**src/rtl/crc_serial_pkg.sv**
```systemverilog
package crc_serial_pkg;

   typedef enum logic [1:0] {
      ST_IDLE = 2'd0,
      ST_DATA = 2'd1,
      ST_FCS  = 2'd2
   } crc_state_e;

   localparam logic MODE_GEN   = 1'b0;
   localparam logic MODE_CHECK = 1'b1;

   localparam int MIN_REG_W = 32;

   // Feedback taps (divisor without its leading term), MSB-first form.
   function automatic logic [31:0] crc_taps(input logic [2:0] code);
      case (code)
         3'd1:    crc_taps = 32'h0000_080F;
         3'd2:    crc_taps = 32'h0000_8005;
         3'd3:    crc_taps = 32'h0000_1021;
         3'd4:    crc_taps = 32'h04C1_1DB7;
         default: crc_taps = 32'h0000_0015;
      endcase
   endfunction

   function automatic int unsigned crc_degree(input logic [2:0] code);
      case (code)
         3'd1:    crc_degree = 12;
         3'd2:    crc_degree = 16;
         3'd3:    crc_degree = 16;
         3'd4:    crc_degree = 32;
         default: crc_degree = 5;
      endcase
   endfunction

endpackage

```
**src/rtl/crc_poly_table.sv**
```systemverilog
module crc_poly_table
   import crc_serial_pkg::*;
#(
   parameter int REG_W = 32,
   parameter int SEL_W = 3,
   localparam int DEG_W = $clog2(REG_W + 1)
) (
   input  logic [SEL_W-1:0] sel,
   output logic [REG_W-1:0] taps,
   output logic [REG_W-1:0] mask,
   output logic [REG_W-1:0] top,
   output logic [DEG_W-1:0] deg
);

   if (REG_W < MIN_REG_W) begin : g_bad_width
      $error("crc_poly_table: REG_W must hold the widest divisor");
   end
   if (SEL_W != 3) begin : g_bad_sel
      $error("crc_poly_table: SEL_W must be 3");
   end

   assign taps = REG_W'(crc_taps(sel));
   assign deg  = DEG_W'(crc_degree(sel));

   for (genvar i = 0; i < REG_W; i++) begin : g_bit
      assign mask[i] = (DEG_W'(i) < deg);
      assign top[i]  = (DEG_W'(i + 1) == deg);
   end

endmodule

```
**src/rtl/crc_div_reg.sv**
```systemverilog
module crc_div_reg #(
   parameter int REG_W = 32
) (
   input  logic             clk,
   input  logic             rst_n,
   input  logic             clr,
   input  logic             step,
   input  logic             shift,
   input  logic             din,
   input  logic [REG_W-1:0] taps,
   input  logic [REG_W-1:0] mask,
   input  logic [REG_W-1:0] top,
   output logic [REG_W-1:0] rem,
   output logic             msb
);

   logic [REG_W-1:0] rem_q;
   logic [REG_W-1:0] rem_d;
   logic             fb;

   assign msb = |(rem_q & top);
   assign fb  = msb ^ din;

   for (genvar i = 0; i < REG_W; i++) begin : g_cell
      logic below;
      if (i == 0) begin : g_lsb
         assign below = 1'b0;
      end else begin : g_upper
         assign below = rem_q[i-1];
      end

      always_comb begin
         if (clr) begin
            rem_d[i] = 1'b0;
         end else if (step) begin
            rem_d[i] = (below & mask[i]) ^ (fb & taps[i]);
         end else if (shift) begin
            rem_d[i] = below & mask[i];
         end else begin
            rem_d[i] = rem_q[i];
         end
      end
   end

   always_ff @(posedge clk or negedge rst_n) begin
      if (!rst_n) begin
         rem_q <= '0;
      end else begin
         rem_q <= rem_d;
      end
   end

   assign rem = rem_q;

   // bits above the active degree never become set
   p_upper_zero_r1: assert property (@(posedge clk) disable iff (!rst_n)
      (rem_q & ~mask) == '0);

endmodule

```
**src/rtl/crc_seq_ctrl.sv**
```systemverilog
module crc_seq_ctrl
   import crc_serial_pkg::*;
#(
   parameter int REG_W = 32,
   parameter int SEL_W = 3,
   localparam int DEG_W = $clog2(REG_W + 1)
) (
   input  logic             clk,
   input  logic             rst_n,
   input  logic             sof,
   input  logic             bit_valid,
   input  logic             data_end,
   input  logic             mode_sel,
   input  logic [SEL_W-1:0] poly_sel,
   input  logic [DEG_W-1:0] deg,
   output logic [SEL_W-1:0] sel_q,
   output logic             clr,
   output logic             step,
   output logic             shift,
   output logic             in_frame,
   output logic             fcs_valid,
   output logic             done,
   output logic             err_valid
);

   crc_state_e       state;
   logic             mode_q;
   logic [DEG_W-1:0] cnt;
   logic             last_in;

   assign last_in = bit_valid && data_end;

   always_ff @(posedge clk or negedge rst_n) begin
      if (!rst_n) begin
         state     <= ST_IDLE;
         mode_q    <= MODE_GEN;
         sel_q     <= '0;
         cnt       <= '0;
         done      <= 1'b0;
         err_valid <= 1'b0;
      end else begin
         done      <= 1'b0;
         err_valid <= 1'b0;
         if (sof) begin
            state  <= ST_DATA;
            mode_q <= mode_sel;
            sel_q  <= poly_sel;
            cnt    <= '0;
         end else begin
            case (state)
               ST_DATA: begin
                  if (last_in) begin
                     if (mode_q == MODE_CHECK) begin
                        state     <= ST_IDLE;
                        err_valid <= 1'b1;
                     end else begin
                        state <= ST_FCS;
                        cnt   <= '0;
                     end
                  end
               end
               ST_FCS: begin
                  cnt <= cnt + 1'b1;
                  if (cnt == DEG_W'(deg - 1'b1)) begin
                     state <= ST_IDLE;
                     done  <= 1'b1;
                  end
               end
               default: state <= ST_IDLE;
            endcase
         end
      end
   end

   assign clr       = sof;
   assign step      = !sof && (state == ST_DATA) && bit_valid;
   assign shift     = !sof && (state == ST_FCS);
   assign in_frame  = (state != ST_IDLE);
   assign fcs_valid = (state == ST_FCS);

   // shifting never runs past the active degree
   p_fcs_bound_r3: assert property (@(posedge clk) disable iff (!rst_n)
      fcs_valid |-> (cnt < deg));
   // completion is a single-cycle pulse
   p_done_pulse_r4: assert property (@(posedge clk) disable iff (!rst_n)
      done |=> !done);
   // completion only follows a shifting cycle
   p_done_after_fcs_r4: assert property (@(posedge clk) disable iff (!rst_n)
      done |-> $past(fcs_valid));
   // result strobe lasts one cycle
   p_errv_pulse_r6: assert property (@(posedge clk) disable iff (!rst_n)
      err_valid |=> !err_valid);

endmodule

```
**src/rtl/crc_serial_engine.sv**
```systemverilog
module crc_serial_engine #(
   parameter int REG_W = 32,
   parameter int SEL_W = 3,
   localparam int DEG_W = $clog2(REG_W + 1)
) (
   input  logic             clk,
   input  logic             rst_n,
   input  logic             sof,
   input  logic             mode_sel,
   input  logic [SEL_W-1:0] poly_sel,
   input  logic             bit_valid,
   input  logic             bit_in,
   input  logic             data_end,
   output logic             fcs_bit,
   output logic             fcs_valid,
   output logic             done,
   output logic             err_valid,
   output logic             crc_err
);

   logic [SEL_W-1:0] sel_q;
   logic [REG_W-1:0] taps;
   logic [REG_W-1:0] mask;
   logic [REG_W-1:0] top;
   logic [DEG_W-1:0] deg;
   logic [REG_W-1:0] rem;
   logic             msb;
   logic             clr;
   logic             step;
   logic             shift;
   logic             in_frame;

   crc_poly_table #(.REG_W(REG_W), .SEL_W(SEL_W)) u_table (
      .sel  (sel_q),
      .taps (taps),
      .mask (mask),
      .top  (top),
      .deg  (deg)
   );

   crc_seq_ctrl #(.REG_W(REG_W), .SEL_W(SEL_W)) u_ctrl (
      .clk       (clk),
      .rst_n     (rst_n),
      .sof       (sof),
      .bit_valid (bit_valid),
      .data_end  (data_end),
      .mode_sel  (mode_sel),
      .poly_sel  (poly_sel),
      .deg       (deg),
      .sel_q     (sel_q),
      .clr       (clr),
      .step      (step),
      .shift     (shift),
      .in_frame  (in_frame),
      .fcs_valid (fcs_valid),
      .done      (done),
      .err_valid (err_valid)
   );

   crc_div_reg #(.REG_W(REG_W)) u_div (
      .clk   (clk),
      .rst_n (rst_n),
      .clr   (clr),
      .step  (step),
      .shift (shift),
      .din   (bit_in),
      .taps  (taps),
      .mask  (mask),
      .top   (top),
      .rem   (rem),
      .msb   (msb)
   );

   assign fcs_bit = fcs_valid & msb;
   assign crc_err = err_valid & (|rem);

   // with no open frame the remainder cannot move
   p_idle_hold_r7: assert property (@(posedge clk) disable iff (!rst_n)
      (!in_frame && !sof) |=> $stable(rem));
   // once every check bit has left, the divider is empty
   p_done_empty_r5: assert property (@(posedge clk) disable iff (!rst_n)
      done |-> (rem == '0));
   // emitting and reporting never coincide
   p_no_overlap_r3: assert property (@(posedge clk) disable iff (!rst_n)
      !(fcs_valid && err_valid));

endmodule

```
**config.mk**
```make
export PLATFORM = sky130hd
export DESIGN_NAME = crc_serial_engine
export DESIGN_NICKNAME = d
export VERILOG_FILES = /design/src/rtl/crc_serial_pkg.sv /design/src/rtl/crc_poly_table.sv /design/src/rtl/crc_div_reg.sv /design/src/rtl/crc_seq_ctrl.sv /design/src/rtl/crc_serial_engine.sv
export SDC_FILE = /design/constraint.sdc
export NUM_CORES = 1
export LEC_CHECK = 0
export ABC_AREA = 1
export BUFFER_PORTS_ARGS = -buffer_cell sky130_fd_sc_hd__buf_2
export CAP_MARGIN = 40
export CORE_MARGIN = 4
export CORE_UTILIZATION = 54
export CTS_CLUSTER_DIAMETER = 30
export DETAILED_ROUTE_END_ITERATION = 16
export PLACE_DENSITY = 0.74
export SKIP_CTS_REPAIR_TIMING = 1
export SYNTH_ARGS = -nofsm -noshare
export SYNTH_HDL_FRONTEND = slang
export SYNTH_SLANG_ARGS = --single-unit
```
**constraint.sdc**
```tcl
create_clock -name clk -period 1.7 [get_ports clk]
set_clock_uncertainty 0.2 [all_clocks]
set_input_delay 0.085 -clock clk [delete_from_list [all_inputs] [get_ports clk]]
set_output_delay 0.085 -clock clk [all_outputs]
set_load 0.02 [all_outputs]
```
==> out/results.ini, run 1 <==
[synthesis]
synth_area_leaders = dfrtp_1 47%, nand2_1 15%, nand3_1 7.0%
synth_enable_flop_cells = 0
synth_common_cells = 98 x nand2_1, 46 x dfrtp_1, 34 x nand3_1
ys_seq_area_share_pct = 47.3
async_flop_share_pct = 100
avgSynthCellArea_sq_um = 7.98
ys_ff_latch = 46
yosys.area.top_type = dfrtp_1
synth_warnings = 0
synth_top_cell_area_share_pct = 47.3
synth.most_common_cell = nand2_1
ys.flop_type = dfrtp_1
synthesis.nets = 316
syn_inst = 305
synth_area_sq_um = 2430
ys_types = 38

[floorplanning]
top_level_ports = 15
fp.dieW_microns = 75.1
rows = 24
core_area_sq_um = 4350
start_util_pct = 55.9
die_h_microns = 75.1
die-area_sq_um = 5640

[pwr]
p_int_mw = 1.61
pwr-share-seq_pct = 50.7
p_sw_mw = 0.634
powerDensity_nw_per_um2 = 690
p_total_mw = 2.24
p_comb_share_pct = 18.3
ir_drop_uv = 413
clkPwrFrac_pct = 31.0
power_leakage_nw = 1.67
p_sw_share_pct = 28.3

[sta]
final_max_slew_viol_count = 0
min_period_over_period_pct = 111
setup_viol = 19
worstMarginPinSlew_ns = 0.503
setup_ws_ns = -0.193
rsz0062_at_grt = yes
slew_headroom_pct = 66.4
fmax_ghz = 0.528
finalHoldWorstSlack_ns = -0.00173
tns_ns = -2.03
hold_viol = 1
period_minus_slack_ns = 1.89

[clock_network]
cts.sink_count = 46
tritoncts = done
cts_root_buffer = clkbuf_8
path_clk_slew_ns = 0.09
clockBufferDepth = 2
cts_made_buffers = 5
htreeDepth = 2
clk_latency_ns = 0.30

[placement]
hpwl_microns = 4030
gp_congestion = 0.848
io_buffers = 14
placed_area_sq_um = 2800
pre_cts_slack_ns = -0.119

[worst_setup_path]
endpoint_kind = primary output
worstSetupStartpointType = flip-flop
crit_arrival_ns = 1.61
cp_max_fo = 3
path_class = reg -> out
cp.required_ns = 1.41

[global_route]
grt_pass1_vias = 2185
grt_use_total_pct = 21.9
grt_pass1_wl_microns = 9480
grt_antenna_before_repair = 0
grt_max_degree = 27
overflow = 0

[worst_hold_path]
min_path_type = in -> reg

[layout]
design_area_sq_um = 3250
final.fill_count = 309
drive_above_1_share_pct = 32.4
diodes = 0
finalNetCount = 371
regArea_sq_um = 1150
area_growth_pct = 33.5
multiInputGateArea_sq_um = 1340

[detailed_routing]
dr_total_vias = 2285
wl_met1_microns = 2640
route.met3.wl_microns = 193
first_pass_iters = 4
vias_per_cell = 5.53
drt_iter0_markers = 119
wl_met2_microns = 3280
top_layer_used = met4
wire_per_inst_microns = 15.1
ant_nets = 0
wirelength_microns = 6240
post-route-drc-count = 0

[run_status]
violations = hold timing, setup timing
status = finished with violations

[flow_run]
cap_violations = 0

-- worst paths after layout --
| path | startpoint | to | slack [ns] | depth (start not counted) |
|---|---|---|---|---|
| setup / recovery | u_div.rem[30]$_DFFE_PN0P_ | crc_err | -0.19 | 4 |
| min in group asynchronous | rst_n | u_ctrl.sel_q[0]$_DFFE_PN0P_ | 0.07 | 2 |
| hold / removal | bit_valid | u_ctrl.state[1]$_DFFE_PN0P_ | -0.002 | 3 |
| max in group asynchronous | rst_n | u_div.rem[7]$_DFFE_PN0P_ | 0.71 | 3 |
| setup reg to reg | u_ctrl.sel_q[1]$_DFFE_PN0P_ | u_div.rem[5]$_DFFE_PN0P_ | -0.18 | 13 |
| hold reg to reg | u_div.rem[18]$_DFFE_PN0P_ | u_div.rem[18]$_DFFE_PN0P_ | 0.32 | 2 |
-- power by group through the flow --
| stage | clock, mW | combinational [mW] | sequential, mW |
|---|---|---|---|
| after global routing | 0.761 | 0.442 | 1.14 |
| after CTS | 0.721 | 0.311 | 1.13 |
| after global placement | 0 | 0.306 | 1.15 |
| final | 0.696 | 0.410 | 1.14 |
| after detailed placement | 0 | 0.310 | 1.15 |
| after floorplan | 0 | 0.157 | 1.15 |
-- state kept, by name (all words and copies together), names as in the netlist --
register,cells
u_div.rem,32
u_ctrl.cnt,6
u_ctrl.sel_q,3
u_ctrl.state,2
u_ctrl.done,1
u_ctrl.err_valid,1
u_ctrl.mode_q,1
-- cells in the final DEF (no fill, tap or decap), drive strengths merged, types with 2 or more instances in the layout --
cell / count
o211ai: 2
clkbuf: 6
nand2: 106
dfrtp: 46
o21ai: 13
nand3: 36
a32o: 2
nor2: 23
nand4: 5
clkinv: 2
nor3b: 2
a21oi: 3
nor3: 5
inv: 31
dlygate4sd3: 7
o2111ai: 4
buf: 48
o21bai: 4
nor4: 8
-- cell families after synthesis --
kind of cell,synth area share [%]
adder cells (fa/ha/maj),0.514
AO/OA/AOI/OAI,8.84
buffers and inverters,6.58
flip-flops,47.3
AND/OR/NAND/NOR,36.8
-- per-stage QoR --
| stage | instances | util, % |
|---|---|---|
| final | 413 | 74.6 |
| after global placement | 394 | 64.3 |
| after detailed placement | 394 | 64.3 |
| after floorplan | 305 | - |
| after global routing | 413 | 74.6 |
| after CTS | 402 | 66.5 |
-- metal layers --
layer  up-vias  track usage [%]
li1       1115                -
met1      1112             27.5
met2        43             38.0
met3        15             4.01
met4         0             7.18
met5         -                0
-- worst max-delay path, stage by stage (launching register included) --
cell and delay, ns:
dfrtp_1 0.41, nor4_2 0.35, nand4_1 0.17, o21a_1 0.22, buf_2 0.16
-- final cells by class --
cell class / count / share of cell area, %
multi-input combinational: 220 / 41.2
sequential: 46 / 35.5
timing repair buffer: 55 / 14.4
inverter: 32 / 4.00
clock buffer: 6 / 2.54
tap: 52 / 2.00
clock inverter: 2 / 0.385
Power figures use the tool's default switching activity.
==> run 2: changes to the inputs <==
HOLD_SLACK_MARGIN = 0.12   (was default)
MAX_ROUTING_LAYER = met4   (was default)
==> run 2 against run 1 <==
Net effect: the flow finishes with violations (setup timing); total power increased by 1.1%; sequential power about the same; final cell count increased by 2.2%; global-route usage increased by 0.65 points; critical path depth increased by 7; clock power increased by 0.7%.
==> out/results.ini, run 2 (same netlist as run 1, synthesis figures left out) <==
[detailed_routing]
wirelength_microns = 6570
wire_per_inst_microns = 15.6
post-route-drc-count = 0
dr_total_vias = 2346
first_pass_iters = 4
vias_per_cell = 5.56
ant_nets = 0
drt_iter0_markers = 127

[sta]
rsz0062_at_grt = yes
setup_viol = 18
finalHoldWorstSlack_ns = 0.0967
period_minus_slack_ns = 1.88
final_max_slew_viol_count = 0
worstMarginPinSlew_ns = 0.526
setup_ws_ns = -0.180
tns_ns = -2.08
fmax_ghz = 0.532
min_period_over_period_pct = 111
slew_headroom_pct = 64.8
hold_viol = 0

[worst_setup_path]
crit_slowest_cell = dfrtp_1
path_class = reg -> reg
r2r-start = u_ctrl.sel_q[1]$_DFFE_PN0P_
rrSetupSlack_ns = -0.18
endpoint_kind = flip-flop
cp.required_ns = 1.69
cpMostUsedCell = nand2_2
cp_max_fo = 5
worstRegToRegCells = 11
max_stage_delay_ns = 0.43
worstSetupStartpointType = flip-flop
cp_cell_sequence = nor2_2 -> nand2_2 -> nand4_4 -> nand2_2 -> nand2_2 -> nand2_4 -> buf_6 -> o211ai_1 -> nand2_1 -> nand3_1 -> nand2_1
crit_arrival_ns = 1.87
rr_endpoint = u_div.rem[5]$_DFFE_PN0P_

[clock_network]
path_clk_slew_ns = 0.09
clk_latency_ns = 0.30
clockBufferDepth = 2
htreeDepth = 2
cts.sink_count = 46
cts_root_buffer = clkbuf_8
tritoncts = done
cts_made_buffers = 5

[layout]
finish.utilization_pct = 76.7
drive_above_1_share_pct = 31.6
area_growth_pct = 37.2
stdcell_count = 422
largest_reg_flops = 32
multiInputGateArea_sq_um = 1340
final.fill_count = 286
layout_commonest_cell = nand2_1
most-common-layout-cells = 93 x nand2_1, 45 x dfrtp_1, 31 x nand3_1, 23 x inv_1, 23 x buf_4
design_area_sq_um = 3340
finalNetCount = 380
diodes = 0
regArea_sq_um = 1150

[flow_run]
cap_violations = 0

[global_route]
overflow = 0
grt_max_degree = 27
grt_antenna_before_repair = 0
grt_pass1_vias = 2184
grt_pass1_wl_microns = 9480
grt_use_total_pct = 22.5

[worst_hold_path]
min_to = u_ctrl.state[0]$_DFFE_PN0P_
min_path_type = in -> reg
whs_path_depth = 5
min_from = sof

[pwr]
powerDensity_nw_per_um2 = 678
p_sw_share_pct = 28.4
ir_drop_uv = 429
p_sw_mw = 0.644
p_int_mw = 1.62
power_leakage_nw = 1.70
p_comb_share_pct = 18.9
pwr-share-seq_pct = 50.1
clkPwrFrac_pct = 30.9
p_total_mw = 2.27

[floorplanning]
die_h_microns = 75.1
die-area_sq_um = 5640
top_level_ports = 15
fp.dieW_microns = 75.1
start_util_pct = 55.9
rows = 24
core_area_sq_um = 4350

[run_status]
status = finished with violations
violations = setup timing

[placement]
io_buffers = 14
gp_congestion = 0.861
hpwl_microns = 4030
pre_cts_slack_ns = -0.119
placed_area_sq_um = 2800
place_inst = 394

## run 2: cell count changes in the layout (fill, tap and decap cells not counted)
cell / before / now
dlygate4sd3_1: 7 / 16
## run 2: worst max path at each step
stage                                start                         to  slack [ns]  depth (start not counted)
6_report       u_ctrl.sel_q[1]$_DFFE_PN0P_   u_div.rem[5]$_DFFE_PN0P_       -0.18                         11
2_1_floorplan  u_ctrl.sel_q[2]$_DFFE_PN0P_  u_div.rem[15]$_DFFE_PN0P_       -0.07                         13
5_1_grt        u_ctrl.sel_q[1]$_DFFE_PN0P_   u_div.rem[5]$_DFFE_PN0P_       -0.29                         11
3_3_place_gp   u_ctrl.sel_q[1]$_DFFE_PN0P_   u_div.rem[4]$_DFFE_PN0P_       -0.09                         12
3_5_place_dp   u_ctrl.sel_q[1]$_DFFE_PN0P_   u_div.rem[4]$_DFFE_PN0P_       -0.12                         12
4_1_cts          u_div.rem[30]$_DFFE_PN0P_                    crc_err       -0.27                          4
## run 2: final cells by class
cell class | instances | share of cell area, %
Timing Repair Buffer | 64 | 16.7
Inverter | 32 | 3.90
Tap cell | 52 | 1.95
Clock buffer | 6 | 2.47
Clock inverter | 2 | 0.375
Multi-Input combinational cell | 220 | 40.1
Sequential cell | 46 | 34.5
## run 2: metal layers
layer	up-vias	wire, microns	share of wire (%)	GRT usage, %
li1	1140	-	-	-
met1	1134	2710	41	27.4
met2	54	3460	53	38.0
met3	18	244	3.7	4.01
met4	0	153	2.3	7.18
met5	-	0	0	-
## run 2: power groups by stage
stage | combinational [mW] | clock, mW | sequential (mW)
CTS | 0.311 | 0.721 | 1.13
finish | 0.429 | 0.701 | 1.14
global placement | 0.306 | 0 | 1.15
detailed placement | 0.310 | 0 | 1.15
floorplan | 0.157 | 0 | 1.15
global route | 0.464 | 0.763 | 1.14
## run 2: critical path, delay by kind of cell (launching register included)
family / cells / cell delay (ns)
flops: 1 / 0.43
simple gates: 9 / 0.89
compound gates: 1 / 0.11
buf+inv: 1 / 0.14
==> run 3: changes to the inputs <==
PLACE_DENSITY = 0.75   (was 0.74)
==> run 3 against run 2 <==
Net effect: the run still ends with setup timing left; sequential share of layout area rose by 1.3 points; non-clock buffer count shrank 1; maximum frequency decreased by 1.8%; total power decreased by 4.2%; worst hold slack gained 0.016 ns; sequential cell count is the same; wire length decreased by 0.15%; final cell count is 0.47% lower; critical path type unchanged; largest cell class unchanged; highest routed layer unchanged.
==> out/results.ini, run 3 (same netlist as run 1, synthesis figures left out) <==
[placement]
placed_area_sq_um = 2790
io_buffers = 14
place_inst = 394
hpwl_microns = 4130
gp_congestion = 0.866
pre_cts_slack_ns = -0.152

[sta]
setup_ws_ns = -0.214
finalHoldWorstSlack_ns = 0.113
tns_ns = -3.13
period_minus_slack_ns = 1.91
fmax_ghz = 0.522
worstMarginPinSlew_ns = 0.429
setup_viol = 23
min_period_over_period_pct = 113
slew_headroom_pct = 71.4
rsz0062_at_grt = yes
final_max_slew_viol_count = 0
hold_viol = 0

[layout]
drive_above_1_share_pct = 28.5
stdcell_count = 420
area_growth_pct = 32.1
final.fill_count = 311
design_area_sq_um = 3220
finalNetCount = 379
most-common-layout-cells = 94 x nand2_1, 45 x dfrtp_1, 34 x buf_4, 33 x nand3_1, 24 x inv_1
diodes = 0
finish.utilization_pct = 73.9
largest_reg_flops = 32
layout_commonest_cell = nand2_1

[clock_network]
cts_made_buffers = 5
path_clk_slew_ns = 0.08
htreeDepth = 2
clockBufferDepth = 2
tritoncts = done
cts.sink_count = 46
clk_latency_ns = 0.30
cts_root_buffer = clkbuf_8

[global_route]
grt_max_degree = 30
grt_antenna_before_repair = 0
grt_pass1_vias = 2124
grt_use_total_pct = 23.1
grt_pass1_wl_microns = 9610
overflow = 0

[detailed_routing]
post-route-drc-count = 0
wirelength_microns = 6560
vias_per_cell = 5.61
first_pass_iters = 4
wire_per_inst_microns = 15.6
dr_total_vias = 2356
drt_iter0_markers = 166
ant_nets = 0

[worst_setup_path]
max_stage_delay_ns = 0.42
cp.required_ns = 1.70
crit_arrival_ns = 1.91
path_class = reg -> reg
worstSetupStartpointType = flip-flop
crit_slowest_cell = dfrtp_1
endpoint_kind = flip-flop
r2r-start = u_ctrl.sel_q[0]$_DFFE_PN0P_
cp_cell_sequence = buf_4 -> nand3_4 -> nor2_4 -> nor2_8 -> nand2_2 -> nand2_2 -> nand2_4 -> buf_4 -> o211ai_1 -> nand2_1 -> nand3_1 -> nand2_1
cp-startpoint = u_ctrl.sel_q[0]$_DFFE_PN0P_
cp_max_fo = 6

[pwr]
p_comb_share_pct = 18.4
p_sw_share_pct = 28.0
ir_drop_uv = 620
p_sw_mw = 0.609
clkPwrFrac_pct = 29.4
p_int_mw = 1.56
powerDensity_nw_per_um2 = 675
power_leakage_nw = 1.67
p_total_mw = 2.17
pwr-share-seq_pct = 52.3

[run_status]
status = finished with violations
violations = setup timing

[floorplanning]
core_area_sq_um = 4350
top_level_ports = 15
fp.dieW_microns = 75.1
rows = 24
start_util_pct = 55.9
die-area_sq_um = 5640
die_h_microns = 75.1

[worst_hold_path]
min_path_type = in -> reg
min_from = sof

[flow_run]
cap_violations = 0

run 3: critical path: cells and delay by family, from the launching register on:
family / cells / cell delay (ns)
buffers and inverters: 2 / 0.32
AND/OR/NAND/NOR: 9 / 0.75
AO/OA/AOI/OAI: 1 / 0.12
flip-flops: 1 / 0.42
run 3: final timing paths:
check | endpoint | slack, ns | cells after the start
worst max-delay path | u_div.rem[5]$_DFFE_PN0P_ | -0.21 | 12
worst min-delay path | u_div.rem[15]$_DFFE_PN0P_ | 0.11 | 6
worst max register to register | u_div.rem[5]$_DFFE_PN0P_ | -0.21 | 12
worst min register to register | u_div.rem[17]$_DFFE_PN0P_ | 0.32 | 2
max in group asynchronous | u_ctrl.sel_q[2]$_DFFE_PN0P_ | 0.21 | 4
min in group asynchronous | u_div.rem[24]$_DFFE_PN0P_ | 0.59 | 3
run 3: cell type report:
type / instances / area, sq um / area share (%)
multi-input cells: 220 / 1290 / 40.0
flip-flops and latches: 46 / 1150 / 35.8
repair buffers: 63 / 500 / 15.6
inverters: 32 / 135 / 4.20
clock buffers: 7 / 76.3 / 2.37
well taps: 52 / 65.1 / 2.02
run 3: metal layers:
layer	wire, microns	up-vias	global-route usage, %
met5	0	-	-
met4	182	0	8.54
met3	244	23	4.54
met2	3390	73	39.7
met1	2740	1125	26.7
li1	-	1135	-
run 3: power groups by stage:
stage	clock (mW)	combinational, mW	sequential, mW
after floorplan	0	0.157	1.15
after CTS	0.641	0.314	1.13
after global placement	0	0.305	1.15
after global routing	0.682	0.431	1.14
final	0.637	0.399	1.13
after detailed placement	0	0.311	1.15
